`config.mk`:
```
export PLATFORM = sky130hd
export DESIGN_NAME = aux_addr_gen
export DESIGN_NICKNAME = d
export VERILOG_FILES = /design/src/rtl/agu_pkg.sv /design/src/rtl/agu_op_sel.sv /design/src/rtl/agu_mod_field.sv /design/src/rtl/agu_addr_mux.sv /design/src/rtl/agu_regfile.sv /design/src/rtl/aux_addr_gen.sv
export SDC_FILE = /design/constraint.sdc
export NUM_CORES = 1
export LEC_CHECK = 0
export CORE_ASPECT_RATIO = 0.75
export CORE_MARGIN = 4
export CORE_UTILIZATION = 30
export CTS_BUF_LIST = sky130_fd_sc_hd__clkbuf_4 sky130_fd_sc_hd__clkbuf_8
export DETAILED_ROUTE_END_ITERATION = 6
export GPL_ROUTABILITY_DRIVEN = 0
export MAX_ROUTING_LAYER = met4
export SYNTH_ARGS = -nofsm -noshare
export SYNTH_HDL_FRONTEND = slang
export SYNTH_HIERARCHICAL = 1
export SYNTH_SLANG_ARGS = --single-unit
```
`constraint.sdc`:
```
create_clock -name clk -period 4.1 [get_ports clk]
set_input_delay 0.82 -clock clk [delete_from_list [all_inputs] [get_ports clk]]
set_output_delay 0.82 -clock clk [all_outputs]
set_load 0.1 [all_outputs]
```
`src/rtl/agu_pkg.sv`:
```
`timescale 1ns/1ps
// Package: shared field positions and operation kinds for the address generator.
package agu_pkg;
    localparam int ADDR_W   = 8;   // address width equals instruction low byte width
    localparam int IND_BIT  = 7;   // 1 selects indirect mode
    localparam int INC_BIT  = 5;   // post-increment request
    localparam int DEC_BIT  = 4;   // post-decrement request
    localparam int KEEP_BIT = 3;   // 1 keeps the pointer unchanged

    typedef enum logic [2:0] {
        OPK_IDLE,
        OPK_ACC,
        OPK_STAT,
        OPK_LOAD,
        OPK_IMM,
        OPK_BANZ
    } op_kind_e;
endpackage

```
`src/rtl/agu_op_sel.sv`:
```
`timescale 1ns/1ps
// Module: agu_op_sel
// Turns the operation strobes into a single operation kind by fixed priority.
// Assumes nothing about exclusivity; higher-priority strobes simply win.
module agu_op_sel
    import agu_pkg::*;
(
    input  logic     acc_en,
    input  logic     stat_en,
    input  logic     load_en,
    input  logic     imm_en,
    input  logic     banz_en,
    output op_kind_e kind
);
    // Priority encode: loop test, immediate, load, status store, access.
    always_comb begin
        if (banz_en)      kind = OPK_BANZ;
        else if (imm_en)  kind = OPK_IMM;
        else if (load_en) kind = OPK_LOAD;
        else if (stat_en) kind = OPK_STAT;
        else if (acc_en)  kind = OPK_ACC;
        else              kind = OPK_IDLE;
    end
endmodule

```
`src/rtl/agu_mod_field.sv`:
```
`timescale 1ns/1ps
// Module: agu_mod_field
// Adds or subtracts one in the low MOD_W bits of a DATA_W word and keeps the
// upper bits. Both or neither request leaves the word unchanged.
module agu_mod_field #(
    parameter int DATA_W = 16,
    parameter int MOD_W  = 9
) (
    input  logic [DATA_W-1:0] in_val,
    input  logic              inc,
    input  logic              dec,
    output logic [DATA_W-1:0] out_val
);
    localparam logic [MOD_W-1:0] ONE_M = MOD_W'(1);

    logic [MOD_W-1:0] low;

    // Step the low field, wrapping inside MOD_W bits.
    always_comb begin
        unique case ({inc, dec})
            2'b10:   low = in_val[MOD_W-1:0] + ONE_M;
            2'b01:   low = in_val[MOD_W-1:0] - ONE_M;
            default: low = in_val[MOD_W-1:0];
        endcase
    end

    assign out_val = {in_val[DATA_W-1:MOD_W], low};
endmodule

```
`src/rtl/agu_addr_mux.sv`:
```
`timescale 1ns/1ps
// Module: agu_addr_mux
// Chooses the data address: direct {page, offset} or the low byte of the
// selected auxiliary register. force_page pins the page to 1 (status store).
module agu_addr_mux
    import agu_pkg::*;
(
    input  logic [ADDR_W-1:0] op_byte,
    input  logic              page_bit,
    input  logic              force_page,
    input  logic [ADDR_W-1:0] sel_low,
    output logic [ADDR_W-1:0] mem_addr
);
    // Mode select on the indirect bit of the instruction byte.
    always_comb begin
        if (op_byte[IND_BIT])
            mem_addr = sel_low;
        else
            mem_addr = {page_bit | force_page, op_byte[ADDR_W-2:0]};
    end
endmodule

```
`src/rtl/agu_regfile.sv`:
```
`timescale 1ns/1ps
// Module: agu_regfile
// Holds the auxiliary registers and the pointer and applies post-modify,
// pointer reload, loads, immediate loads and the loop decrement at the edge.
// Assumes NUM_AR is a power of two so every pointer value names a register.
module agu_regfile
    import agu_pkg::*;
#(
    parameter int DATA_W = 16,
    parameter int MOD_W  = 9,
    parameter int NUM_AR = 2,
    parameter int PTR_W  = (NUM_AR > 1) ? $clog2(NUM_AR) : 1
) (
    input  logic                          clk,
    input  logic                          rst_n,
    input  op_kind_e                      kind,
    input  logic [ADDR_W-1:0]             op_byte,
    input  logic [PTR_W-1:0]              reg_sel,
    input  logic [DATA_W-1:0]             load_data,
    output logic [NUM_AR-1:0][DATA_W-1:0] ar_q,
    output logic [PTR_W-1:0]              ptr_q,
    output logic [DATA_W-1:0]             cur_val
);
    localparam logic [MOD_W-1:0] ONE_M = MOD_W'(1);

    logic [NUM_AR-1:0][DATA_W-1:0] ar_d;
    logic [PTR_W-1:0]              ptr_d;
    logic [DATA_W-1:0]             post_val;
    logic [DATA_W-1:0]             loop_val;
    logic                          is_mem;
    logic                          indirect;

    assign cur_val  = ar_q[ptr_q];
    assign indirect = op_byte[IND_BIT];
    assign is_mem   = (kind == OPK_ACC) || (kind == OPK_STAT) || (kind == OPK_LOAD);

    agu_mod_field #(.DATA_W(DATA_W), .MOD_W(MOD_W)) u_post (
        .in_val (cur_val),
        .inc    (op_byte[INC_BIT]),
        .dec    (op_byte[DEC_BIT]),
        .out_val(post_val)
    );

    agu_mod_field #(.DATA_W(DATA_W), .MOD_W(MOD_W)) u_loop (
        .in_val (cur_val),
        .inc    (1'b0),
        .dec    (1'b1),
        .out_val(loop_val)
    );

    // Next-state selection; a load is applied last so it overrides post-modify.
    always_comb begin
        ar_d  = ar_q;
        ptr_d = ptr_q;
        if (is_mem && indirect) begin
            ar_d[ptr_q] = post_val;
            if (!op_byte[KEEP_BIT] && (kind != OPK_STAT))
                ptr_d = op_byte[PTR_W-1:0];
        end
        if (kind == OPK_LOAD)
            ar_d[reg_sel] = load_data;
        if (kind == OPK_IMM)
            ar_d[reg_sel] = {{(DATA_W-ADDR_W){1'b0}}, op_byte};
        if (kind == OPK_BANZ)
            ar_d[ptr_q] = loop_val;
    end

    // Pointer register.
    always_ff @(posedge clk) begin
        if (!rst_n) ptr_q <= '0;
        else        ptr_q <= ptr_d;
    end

    for (genvar i = 0; i < NUM_AR; i++) begin : g_ar
        // One auxiliary register.
        always_ff @(posedge clk) begin
            if (!rst_n) ar_q[i] <= '0;
            else        ar_q[i] <= ar_d[i];
        end

        AST_UPPER_KEPT: assert property (@(posedge clk) disable iff (!rst_n)
            (((kind == OPK_ACC) || (kind == OPK_STAT)) && indirect && (ptr_q == i))
            |=> (ar_q[i][DATA_W-1:MOD_W] == $past(ar_q[i][DATA_W-1:MOD_W])));

        AST_LOAD_WINS: assert property (@(posedge clk) disable iff (!rst_n)
            ((kind == OPK_LOAD) && (reg_sel == i))
            |=> (ar_q[i] == $past(load_data)));

        AST_LOOP_DEC: assert property (@(posedge clk) disable iff (!rst_n)
            ((kind == OPK_BANZ) && (ptr_q == i))
            |=> (ar_q[i][MOD_W-1:0] == ($past(ar_q[i][MOD_W-1:0]) - ONE_M)));
    end

    AST_PTR_RELOAD: assert property (@(posedge clk) disable iff (!rst_n)
        (((kind == OPK_ACC) || (kind == OPK_LOAD)) && indirect && !op_byte[KEEP_BIT])
        |=> (ptr_q == $past(op_byte[PTR_W-1:0])));

    AST_PTR_KEPT: assert property (@(posedge clk) disable iff (!rst_n)
        ((((kind == OPK_ACC) || (kind == OPK_LOAD)) && (!indirect || op_byte[KEEP_BIT]))
         || (kind == OPK_STAT))
        |=> $stable(ptr_q));

    AST_IDLE_HOLD: assert property (@(posedge clk) disable iff (!rst_n)
        (kind == OPK_IDLE) |=> ($stable(ar_q) && $stable(ptr_q)));
endmodule

```
`src/rtl/aux_addr_gen.sv`:
```
`timescale 1ns/1ps
// Module: aux_addr_gen
// Data address generator with direct and indirect modes, post-modify of the
// low register field, pointer reload, register loads and a loop test.
// Assumes the address is consumed combinationally in the strobe cycle.
module aux_addr_gen
    import agu_pkg::*;
#(
    parameter int DATA_W = 16,
    parameter int MOD_W  = 9,
    parameter int NUM_AR = 2,
    localparam int PTR_W = (NUM_AR > 1) ? $clog2(NUM_AR) : 1
) (
    input  logic                     clk,
    input  logic                     rst_n,
    input  logic [ADDR_W-1:0]        op_byte,
    input  logic                     page_bit,
    input  logic                     acc_en,
    input  logic                     stat_en,
    input  logic                     load_en,
    input  logic                     imm_en,
    input  logic                     banz_en,
    input  logic [PTR_W-1:0]         reg_sel,
    input  logic [DATA_W-1:0]        load_data,
    output logic [ADDR_W-1:0]        mem_addr,
    output logic [NUM_AR*DATA_W-1:0] aux_regs,
    output logic [PTR_W-1:0]         ptr_q,
    output logic                     take_branch
);
    op_kind_e                      kind;
    logic [NUM_AR-1:0][DATA_W-1:0] ar_q;
    logic [DATA_W-1:0]             cur_val;

    agu_op_sel u_sel (
        .acc_en (acc_en),
        .stat_en(stat_en),
        .load_en(load_en),
        .imm_en (imm_en),
        .banz_en(banz_en),
        .kind   (kind)
    );

    agu_regfile #(.DATA_W(DATA_W), .MOD_W(MOD_W), .NUM_AR(NUM_AR), .PTR_W(PTR_W)) u_rf (
        .clk      (clk),
        .rst_n    (rst_n),
        .kind     (kind),
        .op_byte  (op_byte),
        .reg_sel  (reg_sel),
        .load_data(load_data),
        .ar_q     (ar_q),
        .ptr_q    (ptr_q),
        .cur_val  (cur_val)
    );

    agu_addr_mux u_mux (
        .op_byte   (op_byte),
        .page_bit  (page_bit),
        .force_page(kind == OPK_STAT),
        .sel_low   (cur_val[ADDR_W-1:0]),
        .mem_addr  (mem_addr)
    );

    assign aux_regs    = ar_q;
    assign take_branch = (kind == OPK_BANZ) && (cur_val[MOD_W-1:0] != '0);

    AST_STAT_PAGE: assert property (@(posedge clk) disable iff (!rst_n)
        ((kind == OPK_STAT) && !op_byte[IND_BIT]) |-> mem_addr[ADDR_W-1]);

    AST_BRANCH_ONLY_ON_TEST: assert property (@(posedge clk) disable iff (!rst_n)
        !banz_en |-> !take_branch);
endmodule

```
==> results_dict.tcl <==
set metrics [dict create \
    clk_latency_ns 0.29 \
    clock_path_buffers 2 \
    synth.avg_cell_area_sq_um 7.500 \
    period_minus_slack_ns 3.612 \
    initial_core_util 0.3114 \
    ctsResizeCount 0 \
    synthTopCellsByArea "dfxtp_1 (16%), o21ai_0 (7.4%), a31oi_1 (6.5%)" \
    setup_viol 0 \
    timing.fmax_mhz 276.9 \
    grt_pass1_vias 3944 \
    rsz0062_at_grt "no" \
    max-cap-violations 0 \
    io_buffers 74 \
    cts-root-buf "clkbuf_8" \
    core_sq_um 13200 \
    synth-seq-cells 33 \
    endpoint_kind "output port" \
    io_pins 75 \
    area_growth_pct 21.58 \
    drcViolationCount 0 \
    cts_buffers 5 \
    synthDominantCellAreaShare 0.1607 \
    path_delay_family "simple AND/OR/NAND/NOR gates" \
    die_y_um 109.4 \
    yosysMostFrequentCell "o21ai_0" \
    cts.hold.buffers_added 0 \
    cp_max_fo 13 \
    grt_overflow 0 \
    clock_skew_ns 0.005377 \
    postRouteAntennaNets 0 \
    placementRows 36 \
    synth.distinct_cells 60 \
    synth_edf_count 0 \
    crit_chain "clkdlybuf4s50_1 > or2_4 > nor2_2 > nor3b_1 > nor2_1 > o21ai_1 > buf_12" \
    p_leak_nw 1.694 \
    h-tree-depth 2 \
    grt_max_degree 45 \
    hpwl_mm 9.549 \
    cts_setup_buffers 0 \
    hold_viol 0 \
    tightest_slew_ns 0.9832 \
    yosys_warnings 6 \
    ys_seq_area_frac 0.1607 \
    grt_pass1_wl_mm 21.31 \
    holdWs_ns 0.5920 \
    synth_commonest_cells "o21ai_0 (61), a31oi_1 (43), buf_2 (33), dfxtp_1 (33), nand2_1 (33)" \
    wirelength_mm 14.27 \
    fin_tns_setup_ns 0 \
    cts.sinks 33 \
    worstPathRequired_ns 3.28 \
    ir_worst_vdd_uv 181.4 \
    tritoncts "yes" \
    synth_ff_type "dfxtp_1" \
    die_w_um 143.2 \
    placed_cells 740 \
    vias 4474 \
    slew_headroom 0.3425 \
    dieArea_sq_um 15660 \
    synth_area_sq_um 4110 \
    fin_nets 615 \
    crit_slowest_cell "clkdlybuf4s50_1" \
    async_reset_ff_frac 0 \
    antenna_found_initial 0 \
    p_per_area_nw_per_um2 276.5 \
    fillCellCount 1343 \
    cpPeakStageDelay_ns 0.45 \
    synth_cells 548 \
    outcome "complete, no violations" \
    insertedDiodeCount 0 \
    worstPathArrival_ns 2.79 \
    via_per_inst 5.981 \
    drv_slew 0 \
    startpoint_type "primary input" \
    path_clk_slew_ns 0.07 \
    gr-usage-all-layers 0.1741 \
    drive_gt1_frac 0.1456 \
    wl_per_cell_um 19.08 \
    path_buf_inv 2 \
    drt_pass1_iterations 5 \
    fin_cells 748 \
    drt-initial-drc-count 354 \
    worstSetupPathType "in2out" \
    period_share 0.8809 \
    yosysTopAreaCell "dfxtp_1" \
    hp-class "reg2reg" \
]
stage by stage:
step	setup WS (ns)	power [mW]	cell area, sq um	utilization
floorplan	0.1469	0.9157	4120	-
global placement	0.5712	1.103	4911	0.3721
detailed placement	0.4875	1.115	4911	0.3721
CTS	0.4913	1.369	4997	0.3787
global route	0.3701	1.434	4997	0.3787
finish	0.4884	1.382	4997	0.3787
state kept, by name (all words and copies together), names as in the netlist:
register	flops
u_rf/ar_q	32
u_rf/ptr_q	1
power by group:
part | internal [mW] | total, mW | switching, mW
clock network | 0.117 | 0.255 | 0.137
logic | 0.263 | 0.770 | 0.507
registers | 0.339 | 0.357 | 0.0181
total | 0.719 | 1.38 | 0.662
layout make-up:
cell class                      instances  area (sq um)  area share
Clock buffer                            5         68.82     0.01377
Clock inverter                          3         17.52    0.003505
Multi-Input combinational cell        417          2982      0.5966
Inverter                               30         112.6     0.02253
Sequential cell                        33         661.9      0.1324
Timing Repair Buffer                   89         940.9      0.1883
Tap cell                              171         214.0     0.04281
cells by family after synthesis:
group | share of synthesized area
other | 0.001827
DFF | 0.1607
muxes | 0.08463
buffers and inverters | 0.1215
xor gates and xnor gates | 0.03409
AOI/OAI and AO/OA | 0.3181
adders and majority gates | 0.01826
and+or+nand+nor | 0.2609
layout by cell type (no fill, tap or decap), types with 5 or more instances in the layout:
master           instances
clkdlybuf4s50_1         64
o21ai_0                 60
a31oi_1                 42
nand2_1                 33
dfxtp_1                 32
inv_1                   30
a21oi_1                 22
mux2_2                  18
nor4b_1                 18
buf_4                   16
and4_1                  15
nor2_1                  14
nor2b_1                 12
o31a_1                  12
a22oi_1                 11
nand3b_1                10
xnor2_1                 10
nor3b_1                  9
buf_12                   9
o31ai_1                  9
nor3_1                   8
a211oi_1                 8
mux2_4                   7
o21ai_1                  6
o2bb2ai_1                6
xor2_1                   6
ha_1                     6
clkbuf_8                 5
nand2b_1                 5
nand3_1                  5
path summary, 6_finish.rpt:
kind / endpoint / start / depth (start not counted) / slack (ns)
worst max-delay path: mem_addr[7] / imm_en / 7 / 0.49
worst min-delay path: u_rf/ar_q[12]$_SDFF_PN0_ / u_rf/ar_q[12]$_SDFF_PN0_ / 2 / 0.59
worst max register to register: u_rf/ar_q[8]$_SDFF_PN0_ / u_rf/ptr_q$_SDFFE_PN0P_ / 11 / 0.77
worst min register to register: u_rf/ar_q[12]$_SDFF_PN0_ / u_rf/ar_q[12]$_SDFF_PN0_ / 2 / 0.59
worst register-to-register path, cell delays in order (launching register included):
cell and delay (ns):
dfxtp_2 0.71, mux2_2 0.58, xor2_1 0.20, ha_1 0.20
nor3b_1 0.24, o21ai_1 0.13, a22oi_1 0.24, mux2i_1 0.27
xnor2_1 0.18, nor4b_1 0.28, a211oi_1 0.09, o2bb2ai_1 0.14
metal layers:
layer,global-route usage,part of all wire,wire length (um)
met1,0.2549,0.47,6653
met2,0.2513,0.42,6062
met3,0.02217,0.094,1346
met4,0.04613,0.015,210
met5,-,0,0
Power figures use the tool's default switching activity.
